File: config.mk
export PLATFORM = sky130hd
export DESIGN_NAME = branch_resolver
export DESIGN_NICKNAME = d
export VERILOG_FILES = /design/src/rtl/brx_pkg.sv /design/src/rtl/brx_flag_store.sv /design/src/rtl/brx_cond_eval.sv /design/src/rtl/brx_target_gen.sv /design/src/rtl/branch_resolver.sv
export SDC_FILE = /design/constraint.sdc
export NUM_CORES = 1
export LEC_CHECK = 0
export BUFFER_PORTS_ARGS = -buffer_cell sky130_fd_sc_hd__buf_4
export CAP_MARGIN = 20
export CORE_ASPECT_RATIO = 0.6
export CORE_MARGIN = 3
export CORE_UTILIZATION = 41
export CTS_CLUSTER_SIZE = 30
export DETAILED_ROUTE_END_ITERATION = 8
export GPL_TIMING_DRIVEN = 0
export PLACE_DENSITY_LB_ADDON = 0.08
export SYNTH_ARGS = -nofsm -noshare
export SYNTH_HDL_FRONTEND = slang
export SYNTH_SLANG_ARGS = --single-unit
File: constraint.sdc
create_clock -name clk -period 2.8 [get_ports clk]
set_input_delay 0.42 -clock clk [delete_from_list [all_inputs] [get_ports clk]]
set_output_delay 0.42 -clock clk [all_outputs]
set_load 0.02 [all_outputs]
File: src/rtl/brx_pkg.sv
package brx_pkg;
  typedef enum logic [3:0] {
    BK_SEQ  = 4'd0,
    BK_FZ   = 4'd1,
    BK_FN   = 4'd2,
    BK_FV   = 4'd3,
    BK_FC   = 4'd4,
    BK_EQ   = 4'd5,
    BK_NE   = 4'd6,
    BK_RNZ  = 4'd7,
    BK_RZ   = 4'd8,
    BK_J    = 4'd9,
    BK_JAL  = 4'd10,
    BK_JR   = 4'd11,
    BK_JALR = 4'd12
  } brk_e;

  typedef enum logic [1:0] {
    TS_SEQ = 2'd0,
    TS_REL = 2'd1,
    TS_ABS = 2'd2,
    TS_REG = 2'd3
  } tsel_e;

  typedef struct packed {
    logic z;
    logic n;
    logic v;
    logic c;
  } flags_t;
endpackage

File: src/rtl/brx_flag_store.sv
module brx_flag_store
  import brx_pkg::*;
#(
  parameter int W = 32
) (
  input  logic         clk,
  input  logic         rst_n,
  input  logic         we,
  input  logic [W-1:0] res,
  input  logic         carry,
  input  logic         ovf,
  output flags_t       flags
);
  always_ff @(posedge clk or negedge rst_n) begin
    if (!rst_n) begin
      flags <= '0;
    end else if (we) begin
      flags.z <= (res == '0);
      flags.n <= res[W-1];
      flags.v <= ovf;
      flags.c <= carry;
    end
  end

  // a cycle without write leaves every flag untouched
  a_r3_flags_hold: assert property (@(posedge clk) disable iff (!rst_n)
    !we |=> $stable(flags));

  // zero and sign flags follow the written result
  a_r2_zero_sign: assert property (@(posedge clk) disable iff (!rst_n)
    we |=> (flags.z == ($past(res) == '0)) && (flags.n == $past(res[W-1])));

  // carry and overflow are captured from the adder
  a_r2_carry_ovf: assert property (@(posedge clk) disable iff (!rst_n)
    we |=> (flags.c == $past(carry)) && (flags.v == $past(ovf)));
endmodule

File: src/rtl/brx_cond_eval.sv
module brx_cond_eval
  import brx_pkg::*;
#(
  parameter int W = 32
) (
  input  logic [3:0]   kind,
  input  flags_t       flags,
  input  logic [W-1:0] op_a,
  input  logic [W-1:0] op_b,
  output logic         taken,
  output tsel_e        tsel,
  output logic         link
);
  logic eq_ab;
  logic a_zero;

  assign eq_ab  = (op_a == op_b);
  assign a_zero = (op_a == '0);

  always_comb begin
    taken = 1'b0;
    tsel  = TS_SEQ;
    link  = 1'b0;
    case (kind)
      BK_FZ:   begin taken = flags.z;  tsel = TS_REL; end
      BK_FN:   begin taken = flags.n;  tsel = TS_REL; end
      BK_FV:   begin taken = flags.v;  tsel = TS_REL; end
      BK_FC:   begin taken = flags.c;  tsel = TS_REL; end
      BK_EQ:   begin taken = eq_ab;    tsel = TS_REL; end
      BK_NE:   begin taken = !eq_ab;   tsel = TS_REL; end
      BK_RNZ:  begin taken = !a_zero;  tsel = TS_REL; end
      BK_RZ:   begin taken = a_zero;   tsel = TS_REL; end
      BK_J:    begin taken = 1'b1;     tsel = TS_ABS; end
      BK_JAL:  begin taken = 1'b1;     tsel = TS_ABS; link = 1'b1; end
      BK_JR:   begin taken = 1'b1;     tsel = TS_REG; end
      BK_JALR: begin taken = 1'b1;     tsel = TS_REG; link = 1'b1; end
      default: begin taken = 1'b0;     tsel = TS_SEQ; end
    endcase
  end

  // a link request only ever comes with a taken transfer
  always_comb begin
    if (link) a_r10_link_taken: assert (taken);
  end
endmodule

File: src/rtl/brx_target_gen.sv
module brx_target_gen
  import brx_pkg::*;
#(
  parameter int W  = 32,
  parameter int JB = 26
) (
  input  logic [W-1:0] pc,
  input  logic [W-1:0] offset,
  input  logic [W-1:0] op_a,
  input  tsel_e        tsel,
  input  logic         taken,
  output logic [W-1:0] next_pc,
  output logic [W-1:0] pc_seq
);
  localparam int HI = W - JB - 2;

  logic [W-1:0] rel_tgt;
  logic [W-1:0] abs_tgt;

  assign pc_seq  = pc + W'(4);
  assign rel_tgt = pc + offset;

  generate
    if (HI > 0) begin : g_hi
      assign abs_tgt = {pc[W-1:JB+2], offset[JB-1:0], 2'b00};
    end else begin : g_nohi
      assign abs_tgt = {offset[W-3:0], 2'b00};
    end
  endgenerate

  always_comb begin
    next_pc = pc_seq;
    if (taken) begin
      case (tsel)
        TS_REL:  next_pc = rel_tgt;
        TS_ABS:  next_pc = abs_tgt;
        TS_REG:  next_pc = op_a;
        default: next_pc = pc_seq;
      endcase
    end
  end
endmodule

File: src/rtl/branch_resolver.sv
module branch_resolver
  import brx_pkg::*;
#(
  parameter int W  = 32,
  parameter int JB = 26
) (
  input  logic         clk,
  input  logic         rst_n,
  input  logic [W-1:0] alu_result,
  input  logic         alu_carry,
  input  logic         alu_ovf,
  input  logic         flag_we,
  input  logic [3:0]   br_kind,
  input  logic [W-1:0] op_a,
  input  logic [W-1:0] op_b,
  input  logic [W-1:0] pc,
  input  logic [W-1:0] offset,
  output logic         taken,
  output logic [W-1:0] next_pc,
  output logic         link_we,
  output logic [W-1:0] link_addr
);
  flags_t       flags;
  tsel_e        tsel;
  logic [W-1:0] pc_seq;

  brx_flag_store #(.W(W)) u_flags (
    .clk(clk), .rst_n(rst_n), .we(flag_we), .res(alu_result),
    .carry(alu_carry), .ovf(alu_ovf), .flags(flags)
  );

  brx_cond_eval #(.W(W)) u_cond (
    .kind(br_kind), .flags(flags), .op_a(op_a), .op_b(op_b),
    .taken(taken), .tsel(tsel), .link(link_we)
  );

  brx_target_gen #(.W(W), .JB(JB)) u_tgt (
    .pc(pc), .offset(offset), .op_a(op_a), .tsel(tsel),
    .taken(taken), .next_pc(next_pc), .pc_seq(pc_seq)
  );

  assign link_addr = pc_seq;

  // an untaken transfer falls through to the next word
  a_r7_fallthrough: assert property (@(posedge clk) disable iff (!rst_n)
    !taken |-> next_pc == pc + W'(4));

  // unused kind codes never transfer or link
  a_r11_unused: assert property (@(posedge clk) disable iff (!rst_n)
    (br_kind > 4'd12) |-> (!taken && !link_we));

  // register jumps land on the operand
  a_r9_reg_target: assert property (@(posedge clk) disable iff (!rst_n)
    (br_kind == 4'd11 || br_kind == 4'd12) |-> (taken && next_pc == op_a));
endmodule

==> results.cfg, run 1 <==
[outcome]
status = complete, but fails checks
violations = setup timing

[drt]
avgViaCountPerCell = 7.00
remaining_drc_errors = 0
dr_total_vias = 6439
ant_nets = 0
drt_iter0_drc = 1036
routed_wl_mm = 24.5
first_pass_iters = 6
wl_per_cell_um = 26.6

[final_layout]
syn_to_final_growth_pct = 98.6
reg_top3 = u_flags.flags: 4 flops
regMostFlops = u_flags.flags
drive_gt1_share_pct = 55.7
largest_reg_flops = 4
fin_nets = 1012
antenna_cells = 0

[critical_path]
worst-path-buf-inv = 4
criticalPathCategory = in -> out
cp_max_fo = 3
crit_path_end_kind = output pin
worst_path_max_delay_cell = a222oi_1
crit_path_start = pc[0]
crit_required_ps = 2380
ff2ff_path_depth = 2
reg2reg_from = u_flags.flags[3]
path_delay_family = compound AO/OA/AOI/OAI gates
cp_cell_sequence = buf_8 > ha_4 > inv_2 > fa_2 > and2b_2 > o2111ai_4 > a211oi_2 > buf_4 > o31ai_4 > nand2_1 > xor2_1 > a222oi_1 > a21oi_2 > buf_4
r2r_end = u_flags.flags[3]
cp.arrival_ps = 2920
start_kind = input port
r2r_slack_ps = 1980
cp_common_cell = buf_4
cpPeakStageDelay_ps = 390

[synthesis]
synth_compound_area_share_pct = 31.5
syn_avg_cell_area_um2 = 7.08
synth_area_leaders = xnor2_1 (14%), ha_1 (11%), a21oi_1 (7.3%)
synthSimpleGateAreaFrac_pct = 27.1
ys_warn_count = 0
yosys.area.top_type = xnor2_1
synthCells = 535
synth_top_area_share_pct = 14.1
syn_nets = 737
synthDistinctLibCells = 62
synth.most_common_cell = xnor2_1
netlist_area_um2 = 3790
ys_seq_elements = 4
synth_flop_cell = dfrtp_1
synth-async-reset-ratio_pct = 100
synth_fa_ha_area_share_pct = 11.1
synth_mux_area_share_pct = 1.45
synth_edf_count = 0
synthXorXnorAreaFrac_pct = 20.6
ys_seq_area_share_pct = 2.64
synthTopCellsByCount = xnor2_1 (61), nor2_1 (60), a21oi_1 (55)
synth_top_family_by_area = compound AO/OA/AOI/OAI gates

[clock_network]
h-tree-depth = 1
clk_latency_ps = 230
cts_tree = built
clkSinkCount = 4
clk_pin_slew_ps = 40
cts_root_buf = clkbuf_16
numCtsBuffers = 3
clockBufferDepth = 2

[floorplan]
num_io_pins = 235
rows = 26
die_area_um2 = 10500
die_h_um = 80.5
start_util_pct = 43.3
die-width_um = 130
core_um2 = 8750

[global_routing]
grt_util_all_layers_pct = 36.8
grt.overflow.total = 0
grt_antenna_before_repair = 1
grt_max_degree = 11
grt_pass1_vias = 5688
grt_pass1_wl_mm = 30.2

[place]
dp_hpwl_mm = 15.2
io_buffers = 232
dp_worst_setup_slack_ps = -625
gp_congestion = 0.940

[flow_run]
maxCapViolations = 0

[power_and_ir_drop]
power_mw = 2.28
p_leak_nw = 3.22
ir_worst_vdd_mv = 0.229
pwr_density_cell_nw_per_um2 = 303

[timing]
fin_worst_skew_ps = 0
rsz0062_at_grt = yes
drv_slew = 0
post-route-period-util_pct = 119
min_period_ps = 3340
layout_setup_ws_ps = -540
worstMarginPinSlew_ps = 880
setup_viol = 37
finalHoldViolations = 0
fmax_mhz = 299
slew_headroom_pct = 41.1

[worst_hold_path]
hold_path.class = in -> reg
hold_depth = 2
holdCritStartpoint = alu_ovf
hold_end = u_flags.flags[1]
kinds of logic after synthesis:
| kind of cell | count (synthesis) |
|---|---|
| xor+xnor | 89 |
| mux | 5 |
| compound gates | 164 |
| buf+inv | 42 |
| flops | 4 |
| simple gates | 198 |
| fa+ha+maj | 33 |
cell usage in the layout (no fill, tap or decap), types with 5 or more instances in the layout:
cell type	instances
a21oi_4	11
nor2_1	38
nor2_2	10
xnor2_1	33
xnor2_4	5
a21oi_2	20
o21a_1	7
a31oi_2	5
clkbuf_1	7
nand2_1	27
a21o_1	12
nor2_4	13
a22oi_1	6
nor4_1	15
and3_1	9
ha_1	14
ha_4	16
xor2_1	28
o21ai_0	13
buf_4	209
a21oi_1	25
buf_8	12
or3_1	5
nand4_1	25
clkbuf_2	6
inv_1	14
xnor2_2	23
clkbuf_16	5
a222oi_1	23
nand3_1	16
buf_6	55
layout make-up:
type | count | area, um^2
Tap cell | 112 | 140
Sequential cell | 4 | 100
Buffer | 23 | 183
Timing Repair Buffer | 274 | 2420
Fill cell | 458 | 1220
Inverter | 15 | 56.3
Multi-Input combinational cell | 489 | 4550
Clock buffer | 3 | 75.1
metrics by stage:
stage	TNS [ps]	std cells	util, %	area [um^2]	hold slack (ps)
6_report	-11490	920	86.0	7530	450
5_1_grt	-13320	920	86.0	7530	444
4_1_cts	-7340	907	79.5	6950	429
3_5_place_dp	-12920	879	65.7	5750	220
3_3_place_gp	-11940	879	65.7	5750	216
2_1_floorplan	-276	535	-	3860	124
how the worst max path moves through the flow:
stage	cells past startpoint	to	slack [ps]
global placement	13	next_pc[22]	-550
CTS	14	next_pc[24]	-450
finish	14	next_pc[18]	-540
detailed placement	13	next_pc[22]	-620
floorplan	11	next_pc[24]	-140
global route	14	next_pc[22]	-580
where the power goes:
group          total (mW)  leakage (nW)  switching [mW]  internal, mW
clock               0.238        0.0370          0.0542         0.184
combinational        1.97          3.13            1.05         0.929
sequential         0.0661        0.0491         0.00361        0.0625
total                2.28          3.22            1.10          1.18
layer usage:
layer | wire, um | track usage [%] | up-vias
li1 | - | - | 2592
met1 | 8680 | 47.8 | 2976
met2 | 10600 | 59.6 | 687
met3 | 3630 | 8.37 | 182
met4 | 1510 | 12.7 | 2
met5 | 13 | 0 | -
timing repair:
action                                 4_1_cts  5_1_grt
setup endpoints to repair                   37       37
hold buffers                                 1        0
resized for setup                          172      115
endpoints found under the hold margin        4        0
gates cloned                                 6        1
pin swaps                                   53       73
buffers inserted                            19       20
worst register-to-register path: stages (launching register included):
cell and delay (ps):
dfrtp_1 360, inv_1 60, o21ai_0 280
No activity file was read; power rests on OpenSTA's default activity.
==> inputs of run 2 (changes only) <==
GPL_TIMING_DRIVEN = default   (was 0)
SYNTH_HIERARCHICAL = 1   (was default)
==> run 2 against run 1 <==
Effect of this change: the run now fails in global routing (5_1_grt); area after synthesis rose by 5.2%; synthesized cell count is 6.2% higher.
==> results.cfg, run 2 <==
[outcome]
stop_stage = global routing (5_1_grt)
toolErrorMsg = [ERROR GRT-0232] Routing congestion too high. Check the congestion heatmap in the GUI.
status = did not finish

[synthesis]
synth-async-reset-ratio_pct = 100
synth_top_area_share_pct = 14.3
yosys.area.top_type = xnor2_1
ys_seq_area_share_pct = 2.51
synthDistinctLibCells = 75
synthTopCellsByCount = xnor2_1 (65), nor2_1 (59), a21oi_1 (46)
synth_edf_count = 0
synth_flop_cell = dfrtp_1
synth_area_leaders = xnor2_1 (14%), ha_1 (10%), a21oi_1 (5.8%)
syn_avg_cell_area_um2 = 7.02
ys_warn_count = 6
ys_seq_elements = 4
syn_nets = 770
netlist_area_um2 = 3990
synthCells = 568
synth.most_common_cell = xnor2_1

[floorplan]
rows = 27
num_io_pins = 235
start_util_pct = 42.8
die_h_um = 82.4
die-width_um = 133

[timing]
worstEpCategory = primary output
crit_endpoint = next_pc[30]

[clock_network]
numCtsBuffers = 3
h-tree-depth = 1
clockBufferDepth = 2
clkSinkCount = 4
cts_root_buf = clkbuf_16

[global_routing]
grt_util_all_layers_pct = 74.9
grt_max_degree = 35
grt.overflow.total = 6

[place]
dp_hpwl_mm = 18.4
io_buffers = 234
gp_congestion = 0.998
[run 2: changes by cell type after synthesis, sizes merged, moves of 7 or more]
cell    previous run  this run
a21oi             56        46
a221oi             1        13
a222oi            23         0
mux2i              1        10
nand4             25        18
o21ai             20        27
o22ai              0        21
xor2              28        19
[run 2: per-stage QoR]
stage	hold slack [ps]	instances	worst slack, ps	instance area (um^2)
floorplan	124	568	-367	4300
global placement	216	1085	-658	7410
detailed placement	222	1085	-716	7410
CTS	432	1105	-581	8390
[run 2: cell families after synthesis]
kind of cell	Yosys count	synth area share, %
AO/OA/AOI/OAI	189	33.8
adder cells (fa/ha/maj)	33	10.5
flip-flops	4	2.51
XOR/XNOR	84	18.5
AND/OR/NAND/NOR	199	26.4
buffers and inverters	44	4.39
multiplexers	15	3.92
[run 2: layer usage]
layer / global-route usage [%] / overflow
met3: 63.0 / 0
met4: 74.2 / 3
met1: 73.8 / 0
met5: 39.8 / 0
met2: 90.4 / 3
[run 2: timing repair]
item,CTS
hold buffers,1
buffers inserted,17
gates resized for setup,139
pin swaps,52
hold endpoints to repair,4
gates cloned,1
endpoints found under the setup margin,33
==> inputs of run 3 (changes only) <==
CORE_ASPECT_RATIO = default   (was 0.6)
CORE_UTILIZATION = 40   (was 41)
CTS_CLUSTER_SIZE = default   (was 30)
PLACE_DENSITY_LB_ADDON = 0.15   (was 0.08)
clock period = 3.64 ns   (was 2.8 ns; I/O delays follow)
==> run 3 against run 2 <==
Effect of this change: the flow now finishes, with violations (setup timing); area after synthesis unchanged; synthesized cell count unchanged.
==> results.cfg, run 3 <==
[outcome]
status = complete, but fails checks
violations = setup timing

[timing]
worstMarginPinSlew_ps = 461
drv_slew = 0
finalHoldViolations = 0
fin_worst_skew_ps = 0
tns_ps = -49.7
fmax_mhz = 273
rsz0062_at_grt = yes
layout_setup_ws_ps = -25.6
min_period_ps = 3670
slew_headroom_pct = 69.0
setup_viol = 4
post-route-period-util_pct = 101

[final_layout]
antenna_cells = 0
fin_nets = 1074
fillers = 754
syn_to_final_growth_pct = 74.6
final_common_cell = buf_4
largest_reg_flops = 4
regMostFlops = u_flags/flags
layout_common_cells = buf_4 (315), xnor2_1 (60), nor2_1 (57)
drive_gt1_share_pct = 46.0
fin_cells = 999
reg_top3 = u_flags/flags: 4 flops
final_core_util_pct = 73.6

[critical_path]
reg2reg_from = u_flags/flags[0]
cp_max_fo = 3
r2r_slack_ps = 2850
start_kind = input port
crit_path_end_kind = output pin
cp.arrival_ps = 3120
criticalPathCategory = in -> out
crit_required_ps = 3090
ff2ff_path_depth = 1
r2r_end = u_flags/flags[0]
crit_path_start = offset[0]
endpoint = next_pc[19]

[synthesis]
synthTopCellsByCount = xnor2_1 (65), nor2_1 (59), a21oi_1 (46)
ys_warn_count = 6
synth.most_common_cell = xnor2_1
syn_nets = 770
synth_top_area_share_pct = 14.3
ys_seq_area_share_pct = 2.51
synthDistinctLibCells = 75
yosys.area.top_type = xnor2_1
synth_edf_count = 0
synth_area_leaders = xnor2_1 (14%), ha_1 (10%), a21oi_1 (5.8%)
syn_avg_cell_area_um2 = 7.02
ys_seq_elements = 4
synthCells = 568
netlist_area_um2 = 3990
synth-async-reset-ratio_pct = 100
synth_flop_cell = dfrtp_1

[power_and_ir_drop]
pwr_density_cell_nw_per_um2 = 213
p_leak_nw = 3.16
power_mw = 1.48
ir_worst_vdd_mv = 0.120

[drt]
first_pass_iters = 5
dr_total_vias = 6009
avgViaCountPerCell = 6.02
routed_wl_mm = 20.4
ant_nets = 0
remaining_drc_errors = 0
drt_iter0_drc = 373
wl_per_cell_um = 20.4

[clock_network]
cts_root_buf = clkbuf_8
clkSinkCount = 4
clk_latency_ps = 220
clockBufferDepth = 2
hold_buffers = 0
h-tree-depth = 1
clk_pin_slew_ps = 30
cts_tree = built
numCtsBuffers = 3

[global_routing]
grt_antenna_before_repair = 0
grt_max_degree = 25
grt_pass1_wl_mm = 29.9
grt_util_all_layers_pct = 32.8
grt.overflow.total = 0
grt_pass1_vias = 5771

[floorplan]
die_h_um = 106
num_io_pins = 235
rows = 35
die_area_um2 = 11200
start_util_pct = 42.1
core_um2 = 9460
die-width_um = 106

[place]
dp_hpwl_mm = 16.3
io_buffers = 234
dp_worst_setup_slack_ps = -191
dp_cells = 982
gp_congestion = 0.928

[worst_hold_path]
hold_path.class = in -> async

[flow_run]
maxCapViolations = 0
[run 3: timing repair]
action | 4_1_cts | 5_1_grt
gates resized for setup | 18 | 59
buffers inserted | 5 | 10
gates cloned | 0 | 0
pin swaps | 6 | 31
endpoints found under the setup margin | 18 | 31
[run 3: worst min-delay path by stage]
| stage | start | to | cells past startpoint |
|---|---|---|---|
| after floorplan | rst_n | u_flags/flags[0] | 0 |
| after global placement | rst_n | u_flags/flags[2] | 1 |
| after detailed placement | rst_n | u_flags/flags[3] | 1 |
| after CTS | rst_n | u_flags/flags[1] | 1 |
| after global routing | rst_n | u_flags/flags[1] | 1 |
| final | rst_n | u_flags/flags[1] | 1 |
[run 3: metrics by stage]
step | hold WS [ps] | instance area (um^2)
5_1_grt | 115 | 6960
6_report | 121 | 6960
3_5_place_dp | 345 | 6400
2_1_floorplan | 250 | 3990
3_3_place_gp | 341 | 6400
4_1_cts | 118 | 6570
[run 3: per-layer routing]
metal	part of all wire (%)	routed length, um	GRT usage [%]
met1	39	7960	42.9
met2	49	9960	56.6
met3	8.9	1810	3.86
met4	3.3	672	9.34
met5	0	0	0
[run 3: where the power goes]
group / switching, mW / internal [mW]
registers: 0.00198 / 0.0482
logic: 0.699 / 0.639
clock network: 0.0216 / 0.0704
[run 3: critical path, stage by stage]
cell	delay (ps)
buf_8	100
ha_4	150
buf_4	130
a211o_1	350
a211oi_4	310
nor4_2	90
o41a_1	440
nand2_1	100
a21oi_2	80
o21ai_2	160
mux2_4	320
a21oi_2	170
buf_6	140
[run 3: kinds of logic (layout without fill, tap and decap cells)]
| logic type | Yosys count | after routing | share of synthesized area [%] |
|---|---|---|---|
| and+or+nand+nor | 199 | 199 | 26.4 |
| muxes | 15 | 15 | 3.92 |
| DFF | 4 | 4 | 2.51 |
| AOI/OAI and AO/OA | 189 | 189 | 33.8 |
| adders and majority gates | 33 | 33 | 10.5 |
| xor gates and xnor gates | 84 | 84 | 18.5 |
| buffers and inverters | 44 | 346 | 4.39 |
[run 3: layout make-up]
class                   instances  area, um^2  area share, %
well taps                     129         161           2.32
inverters                      18        67.6          0.971
repair buffers                325        2490           35.8
clock buffers                   3        41.3          0.593
multi-input cells             520        4100           58.9
flip-flops and latches          4         100           1.44
